--- src/rtl/si_cell_pkg.sv ---
package si_cell_pkg;

    typedef enum logic {
        FLAG_CLEAR = 1'b0,
        FLAG_SET   = 1'b1
    } flag_state_e;

    typedef enum logic {
        SEL_FLAG  = 1'b0,
        SEL_CHAIN = 1'b1
    } cap_sel_e;

    localparam int MIN_SYNC_STAGES = 2;

endpackage

--- src/rtl/si_pulse_sync.sv ---
module si_pulse_sync #(
    parameter int STAGES = 2
) (
    input  logic clk,
    input  logic rst_n,
    input  logic async_i,
    output logic sync_o
);
    localparam int LAST = STAGES - 1;

    logic [LAST:0] chain_q;

    genvar g;
    generate
        for (g = 0; g < STAGES; g++) begin : g_stage
            if (g == 0) begin : g_first
                always_ff @(posedge clk or negedge rst_n) begin
                    if (!rst_n) chain_q[g] <= 1'b0;
                    else        chain_q[g] <= async_i;
                end
            end else begin : g_rest
                always_ff @(posedge clk or negedge rst_n) begin
                    if (!rst_n) chain_q[g] <= 1'b0;
                    else        chain_q[g] <= chain_q[g-1];
                end
            end
        end
    endgenerate

    assign sync_o = chain_q[LAST];
endmodule

--- src/rtl/si_flag_fsm.sv ---
module si_flag_fsm
    import si_cell_pkg::*;
(
    input  logic clk,
    input  logic rst_n,
    input  logic set_req,
    input  logic drain_req,
    output logic flag_o
);
    flag_state_e state_q, state_d;

    always_ff @(posedge clk or negedge rst_n) begin
        if (!rst_n) state_q <= FLAG_CLEAR;
        else        state_q <= state_d;
    end

    always_comb begin
        state_d = state_q;
        unique case (state_q)
            FLAG_CLEAR: if (set_req) state_d = FLAG_SET;
            FLAG_SET:   if (drain_req && !set_req) state_d = FLAG_CLEAR;
            default:    state_d = FLAG_CLEAR;
        endcase
    end

    always_comb begin
        flag_o = (state_q == FLAG_SET);
    end
endmodule

--- src/rtl/si_scan_stage.sv ---
module si_scan_stage
    import si_cell_pkg::*;
(
    input  logic clk,
    input  logic rst_n,
    input  logic ser_i,
    input  logic pin_i,
    input  logic flag_i,
    input  logic cap_i,
    input  logic shf_i,
    input  logic upd_i,
    input  logic integ_i,
    output logic ser_o,
    output logic upd_o
);
    cap_sel_e sel;
    logic     shift_d;
    logic     shift_q;
    logic     hold_q;

    always_comb begin
        sel = (integ_i && !shf_i) ? SEL_FLAG : SEL_CHAIN;
        if (sel == SEL_FLAG) shift_d = flag_i;
        else if (shf_i)      shift_d = ser_i;
        else                 shift_d = pin_i;
    end

    always_ff @(posedge clk or negedge rst_n) begin
        if (!rst_n)              shift_q <= 1'b0;
        else if (cap_i || shf_i) shift_q <= shift_d;
    end

    always_ff @(posedge clk or negedge rst_n) begin
        if (!rst_n)     hold_q <= 1'b0;
        else if (upd_i) hold_q <= shift_q;
    end

    assign ser_o = shift_q;
    assign upd_o = hold_q;
endmodule

--- src/rtl/si_obs_cell.sv ---
module si_obs_cell #(
    parameter int SYNC_STAGES = 2
) (
    input  logic tck,
    input  logic trst_n,
    input  logic scan_in,
    output logic scan_out,
    input  logic capture_en,
    input  logic shift_en,
    input  logic update_en,
    input  logic test_mode,
    input  logic integ_sel,
    input  logic sense_pulse,
    input  logic pin_in,
    output logic core_out
);
    logic sync_hit;
    logic flag_q;
    logic drain;
    logic upd_q;

    assign drain = capture_en && integ_sel && !shift_en;

    si_pulse_sync #(.STAGES(SYNC_STAGES)) u_sync (
        .clk     (tck),
        .rst_n   (trst_n),
        .async_i (sense_pulse),
        .sync_o  (sync_hit)
    );

    si_flag_fsm u_flag (
        .clk       (tck),
        .rst_n     (trst_n),
        .set_req   (sync_hit),
        .drain_req (drain),
        .flag_o    (flag_q)
    );

    si_scan_stage u_stage (
        .clk     (tck),
        .rst_n   (trst_n),
        .ser_i   (scan_in),
        .pin_i   (pin_in),
        .flag_i  (flag_q),
        .cap_i   (capture_en),
        .shf_i   (shift_en),
        .upd_i   (update_en),
        .integ_i (integ_sel),
        .ser_o   (scan_out),
        .upd_o   (upd_q)
    );

    assign core_out = test_mode ? upd_q : pin_in;
endmodule

--- config.mk ---
export PLATFORM = sky130hd
export DESIGN_NAME = si_obs_cell
export DESIGN_NICKNAME = d
export VERILOG_FILES = /design/src/rtl/si_cell_pkg.sv /design/src/rtl/si_pulse_sync.sv /design/src/rtl/si_flag_fsm.sv /design/src/rtl/si_scan_stage.sv /design/src/rtl/si_obs_cell.sv
export SDC_FILE = /design/constraint.sdc
export NUM_CORES = 1
export LEC_CHECK = 0
export ABC_AREA = 1
export BUFFER_PORTS_ARGS = -buffer_cell sky130_fd_sc_hd__buf_2
export CORE_AREA = 3 3 40 42
export CTS_BUF_LIST = sky130_fd_sc_hd__clkbuf_16
export DETAILED_ROUTE_END_ITERATION = 8
export DIE_AREA = 0 0 43 45
export HOLD_SLACK_MARGIN = 0.06
export PLACE_DENSITY_LB_ADDON = 0.05
export SYNTH_ARGS = -nofsm -noshare
export SYNTH_HDL_FRONTEND = slang
export SYNTH_HIERARCHICAL = 1
export SYNTH_SLANG_ARGS = --single-unit
--- constraint.sdc ---
create_clock -name tck -period 1.45 [get_ports tck]
set_clock_uncertainty 0.1 [all_clocks]
set_input_delay 0.29 -clock tck [delete_from_list [all_inputs] [get_ports tck]]
set_output_delay 0.29 -clock tck [all_outputs]
set_load 0.05 [all_outputs]
==> results of run 1 <==
==> state kept, by name, indices dropped and copies added (netlist names) <==
register / count
u_flag/flag_o: 1
u_sync/chain_q: 1
u_stage/upd_o: 1
u_stage/ser_o: 1
u_sync/sync_o: 1
==> per-stage QoR <==
stage | instances | worst slack, ns
CTS | 58 | 0.121
detailed placement | 53 | 0.292
global route | 58 | 0.0577
global placement | 53 | 0.293
finish | 58 | 0.124
floorplan | 27 | 0.358
==> power groups by stage <==
stage / logic (mW) / registers [mW] / clock network (mW)
2_1_floorplan: 0.0261 / 0.166 / 0
6_report: 0.0625 / 0.156 / 0.463
3_5_place_dp: 0.0611 / 0.158 / 0
4_1_cts: 0.0636 / 0.156 / 0.474
3_3_place_gp: 0.0605 / 0.158 / 0
5_1_grt: 0.0697 / 0.158 / 0.486
==> worst paths after layout <==
kind / from / to / depth (start not counted)
max: u_stage/upd_o / core_out / 3
max in group asynchronous: trst_n / u_sync/chain_q[0] / 2
min in group asynchronous: trst_n / u_stage/upd_o / 2
min: sense_pulse / u_sync/chain_q[0] / 1
max reg2reg: u_stage/ser_o / u_stage/ser_o / 4
min reg2reg: u_sync/chain_q[0] / u_sync/sync_o / 0
==> logic make-up after synthesis <==
kind of cell	count (synthesis)	synth area share
simple gates	16	0.292
flops	5	0.595
buf+inv	5	0.0893
compound gates	1	0.0238
==> worst register-to-register path, stage by stage (launching register included) <==
cell     delay, ns
dfrtp_1       0.38
nor2_1        0.09
nor2_1        0.04
nand2_1       0.05
nand2_1       0.05
==> repair_timing <==
item | 4_1_cts | 5_1_grt
setup buffers | 0 | 0
hold buffers | 1 | 0
hold endpoints to repair | 5 | 0
==> metal layers <==
metal  wire (um)  vias up  track usage
met2         244       10       0.0958
met4           0        0       0.0542
met1         212       83       0.0683
met5           0        -            0
met3          79        0       0.0677
li1            -      110            -
==> Yosys cell counts (all sizes together) <==
cell type / number
nor2: 3
nand3: 1
dfrtp: 5
o21ai: 1
inv: 5
nand2: 12
==> cell type report <==
type,instances,share of cell area
clock buffers,3,0.201
clock inverters,1,0.0134
inverters,5,0.0502
multi-input cells,17,0.177
flip-flops and latches,5,0.334
well taps,15,0.0502
repair buffers,12,0.174
==> out/results.txt, run 1 <==
In this run the tool buffered the top-level ports with 11 buffer cells. For this run, design rule violations remaining after detail routing come to 0. The final core utilization was 0.291; the post-synthesis instance total was 27. The worst setup path is captured at an output port. For this run, the detailed router's first-pass iteration total came to 2. Highest attainable clock frequency: 754 MHz. For the global router's overall resource usage, the log shows 0.0719. The number of DRC violations after detailed-routing iteration 0 is 1, and the total length of routed wires is 535 um. The tightest slew margin relative to the limit is 0.834, and the number of max-slew violations in the final report is 0.

Clock tree synthesis inserted a total of 3 buffers. In this run the static leakage power is 0.211 nW. The floorplan has 13 rows.

The width of the chip was 43 um; the final instance area was 374 um2. In the final layout, the multi-input gates occupy 66.3 um2. For the worst setup path, the data required time is 1.06 ns.

The max-cap check violation count was 0. Setup repair after global routing left no endpoint under its margin. The delay of the slowest cell on the worst path came out at 0.35 ns. The sequential cell fraction of total power was 0.229; the fraction of power spent switching nets was 0.216. In this run the worst path has a maximum fanout of 2. The mean instance size in the synthesized netlist was 7.79 um2; the data arrival time of the critical path was 0.94 ns. The congestion estimate from routability-driven global placement came to 0.783.

The critical path is of the register to output port type. Cell repeated most along the worst path: nand2_1. The final cycle utilization of the critical path works out to 0.915. The transition at the pin with the smallest max-transition slack was 0.250 ns; the die outline area was 1940 um2. In this run, distinct cell masters in the synthesized netlist total 6.

The tools report the worst-case vdd ir drop as 1.09 mV. The initial standard-cell utilization of the core was 0.164. The share of cells above drive strength 1 was 0.349.

The cell with the biggest individual delay on the critical path is dfrtp_1. The register bit count reported by yosys is 5. The share of the yosys chip area belonging to registers is 0.595, and the antenna diode count is 0.

Area share of the largest cell type after synthesis: 0.595. The tools report the number of sinks on the clock net as 5. In this run the worst hold path is classified as input pin to register. The run gives 0 as the post-cts resize count.

The smallest clock period supported by the final layout is computed as 1.33 ns. Counting every net in the synthesized netlist gives 37. Dividing the detail-routed via count by the number of cells gives 3.50. STA classifies the critical path startpoint as a register.

Leaving out fill and tap cells, the most frequent cell in the layout is nand2_1. The first global-routing pass estimated 869 um of wire. In this run the count of I/O pins placed on the die edge is 12. For the via count, the log shows 203. The count of final setup violators was 0; the post-layout total power was 681 uW. After synthesis, the cell types taking the most area are dfrtp_1, nand2_1, inv_1. The tools report the initial antenna violation count as 0. The remaining antenna violation count after routing came out at 0. Counting the fill cells in the layout gives 144.

For the half-perimeter wire length after placement, the log shows 379 um. The tools report the final sum of negative setup slack as 0 ns. TritonCTS built the clock tree. The via count of the first global-routing pass is 206.

The net count reported at finish is 54, and the height of the die is 45 um. The CTS clock-pin slew for the worst setup and hold paths came out at 0.04 ns. In the layout the commonest cells are nand2_1, buf_2, inv_1, dfrtp_1.

The standard cell area after detailed placement is 284 um2, and the hold violation count in the final report is 0. Compared with the post-synthesis result, the final layout area differs by 78.0%. Walking the worst path, the cells encountered are nand2_1 > nand2_1 > buf_2. The floorplan step defined a core boundary enclosing 1280 um2. The biggest area contributor in the post-synthesis netlist is dfrtp_1. Clock root buffer: clkbuf_16.

The logs give 1 for the H-tree level count and 0.23 ns for the later-pin clock latency in the skew report. The flow ran to the end, and the final reports show no timing, DRC or antenna violations. In the final routed layout, each cell accounts on average for 9.22 um. Grouping stages by cell kind, the critical path spends the most delay in flip-flops.

The number of buffers and inverters on the critical path was 1. The logs give 125 um2 for the area taken by flip-flops and latches and 0.679 for the share of power burned in the clock network. The worst hold margin was 0.0663 ns; the setup slack of the most critical reg-to-reg path was 0.62 ns. Largest net degree at the start of global routing: 6.

For this run the aggregate overflow at the end of global routing stands at 0. The cell area that synthesis handed to floorplanning was 210 um2. For the number of warnings printed during yosys synthesis, the log shows 6. The analysis attributes to net switching a power of 148 uW.

Cell internal power was estimated by the tool at 534 uW. For this design the ratio of total power to cell area is 1820 nW/um2. The proportion of power drawn by combinational gates was 0.092.

In this run the deepest clock path goes through 2 buffers.
(Power assumes the default switching activity.)
==> run 2, diff against run 1 <==
Settings changed: CELL_PAD_IN_SITES_DETAIL_PLACEMENT set to 2, CELL_PAD_IN_SITES_GLOBAL_PLACEMENT set to 2.
==> out/results.txt, run 2 (same netlist as run 1, synthesis figures left out) <==
The worst hold margin was 0.0720 ns. The transition at the pin with the smallest max-transition slack came out at 0.253 ns. The worst register-to-register path begins at u_flag/flag_o. The wire length on met1 is 242 um, and the detailed-routed wire length on met2 is 276 um. The antenna diode count came out at 0. The design draws 661 uW. The width of the chip is 43 um, and the via count is 220.

The cell repeated most along the worst path was nand2_1. H-tree level count: 1. TritonCTS built the clock tree. Grouping stages by cell kind, the critical path spends the most delay in flip-flops. The final sum of negative setup slack was 0 ns. The worst hold path stage count works out to 1. The worst register-to-register path ends at u_stage/ser_o. The number of buffers and inverters on the critical path is 1. The library cell used most frequently in the layout, excluding fill and tap cells, is nand2_1. The CTS clock-pin slew for the worst setup and hold paths works out to 0.03 ns.

The detailed router used layers up to and including met3. The tools report the core area as 1280 um2. The detailed router finished its first iteration with 3 violations. At the worst endpoint, the arrival time is 0.93 ns. STA classifies the critical path startpoint as a register. The initial standard-cell utilization of the core came out at 0.164. The worst setup path is captured at an output port.

The fraction of power spent switching nets is 0.199. Leaving out fill and tap cells, the most frequent cells in the layout are nand2_1, buf_2, inv_1, dfrtp_1. The tools report the number of max-slew violations in the final report as 0.

After detailed routing, the number of remaining DRC violations is 0. The share of cells above drive strength 1 is 0.326, and the clock tree buffer depth is 2. For the wire length of the first global-routing pass, the log shows 931 um. Setup violations remaining at the end of the flow were counted as 0.

The tools report the number of buffers created by CTS as 3. The logs give 0 for the hold violation count in the final report and 0.22 ns for the later-pin clock latency in the skew report. Initial antenna violation count: 0. Via count of the first global-routing pass: 248. The highest attainable clock frequency came out at 757 MHz. The net count reported at finish is 54. The run gives 0.848 mV as the worst-case vdd ir drop.

For this design the top-level I/O count stands at 12. The cell with the biggest individual delay on the critical path is dfrtp_1. Final core utilization: 0.290.

For this run, the slowest stage of the critical path takes 0.35 ns. After layout, the minimum clock period comes to 1.32 ns. In this run the tool buffered the top-level ports with 11 buffer cells. The critical setup path kind was register to output port.

The number of rows created at floorplan is 13. The instance count after placement with tap cells included was 53; the largest net degree at the start of global routing was 6. The tools report the met3 wire length as 36 um.

The first TritonRoute pass finished after 2 iterations. The filler-free cell count of the finished design was 58; the weighted congestion reported at the end of routability-driven placement was 0.636. The final cycle utilization of the critical path was 0.911. Share of power burned in the clock network: 0.668.

The logs give 0.095 for the proportion of power drawn by combinational gates and 0 for the aggregate global routing overflow. The critical path goes through nand2_1 > nand2_1 > buf_2. The power per cell area was 1770 nW/um2; the total length of routed wires was 555 um. Along the worst path, the maximum fanout reaches 2. The flow ran to the end, and the final reports show no timing, DRC or antenna violations.

The number of cells on the worst reg-to-reg path is 4. The run gives 0.237 as the sequential cell fraction of total power. The cell-internal power came out at 529 uW. Across the run, the number of max-cap violations was 0. For this design the static power due to leakage is 0.212 nW.

The setup check on the worst reg-to-reg path leaves a slack of 0.60 ns. The global router's overall resource usage is 0.0653. In this run the most critical hold path is launched from sense_pulse.

Number of sinks on the clock net: 5. The tree is rooted in a clkbuf_16. The floorplan step defined a die boundary enclosing 1940 um2. The post-cts resize count was 0.

The average wire per cell in the routed design came out at 9.57 um. For the remaining antenna violation count after routing, the log shows 0. Buffers added to address setup during post-CTS repair amount to 0. In the routed layout, each cell is associated on average with a via count of 3.79.

The run gives 1.06 ns as the data required time of the critical path. Setup repair after global routing left no endpoint under its margin. Path class of the lowest-slack min-delay path: input pin to register. End point of the worst hold path: u_sync/chain_q[0]. The height of the die was 45 um; the tightest slew margin relative to the limit was 0.833. The post-synthesis to final-layout area growth was 77.4%; the net switching power was 132 uW.

Half-perimeter wire length after placement: 440 um.
[run 2: changes by cell type in the layout (fill, tap and decap cells not counted)]
cell / before / now
clkinv_2: 1 / 0
inv_1: 5 / 6
[run 2: per-stage QoR]
step                      setup slack, ns  area, um2
after floorplan                     0.358        210
after global placement              0.295        284
after detailed placement            0.278        284
after CTS                           0.119        373
after global routing               0.0642        373
final                               0.129        373
[run 2: cell type report]
| class | instances | area (um2) |
|---|---|---|
| inverter | 5 | 18.8 |
| multi-input combinational | 17 | 66.3 |
| clock inverter | 1 | 3.75 |
| clock buffer | 3 | 75.1 |
| fill | 157 | 912 |
| timing repair buffer | 12 | 65.1 |
| tap | 15 | 18.8 |
| sequential | 5 | 125 |
[run 2: worst max-delay path by stage]
stage | from | end | depth (start not counted)
CTS | u_stage/upd_o | core_out | 3
detailed placement | test_mode | core_out | 5
floorplan | u_stage/upd_o | core_out | 2
finish | u_stage/upd_o | core_out | 3
global placement | test_mode | core_out | 5
global route | u_stage/upd_o | core_out | 3
[run 2: per-layer routing]
metal	GRT usage	vias up
met3	0.0159	0
met2	0.0988	7
met5	0	-
li1	-	109
met1	0.0782	104
met4	0.0542	0
[run 2: power by group through the flow]
stage | clock network, mW | registers (mW) | logic [mW]
after floorplan | 0 | 0.166 | 0.0261
after global placement | 0 | 0.158 | 0.0605
after detailed placement | 0 | 0.158 | 0.0621
after CTS | 0.450 | 0.157 | 0.0644
after global routing | 0.462 | 0.158 | 0.0704
final | 0.442 | 0.156 | 0.0630
[run 2: timing repair]
item                                   in CTS  in global routing
hold buffers                                1                  0
endpoints found under the hold margin       5                  0
setup endpoints to repair                   0                  0
[run 2: worst register-to-register path, stage by stage (launching register included)]
cell,delay [ns]
dfrtp_1,0.37
nand2_1,0.07
nand3_1,0.07
nand2_1,0.06
nand2_1,0.06
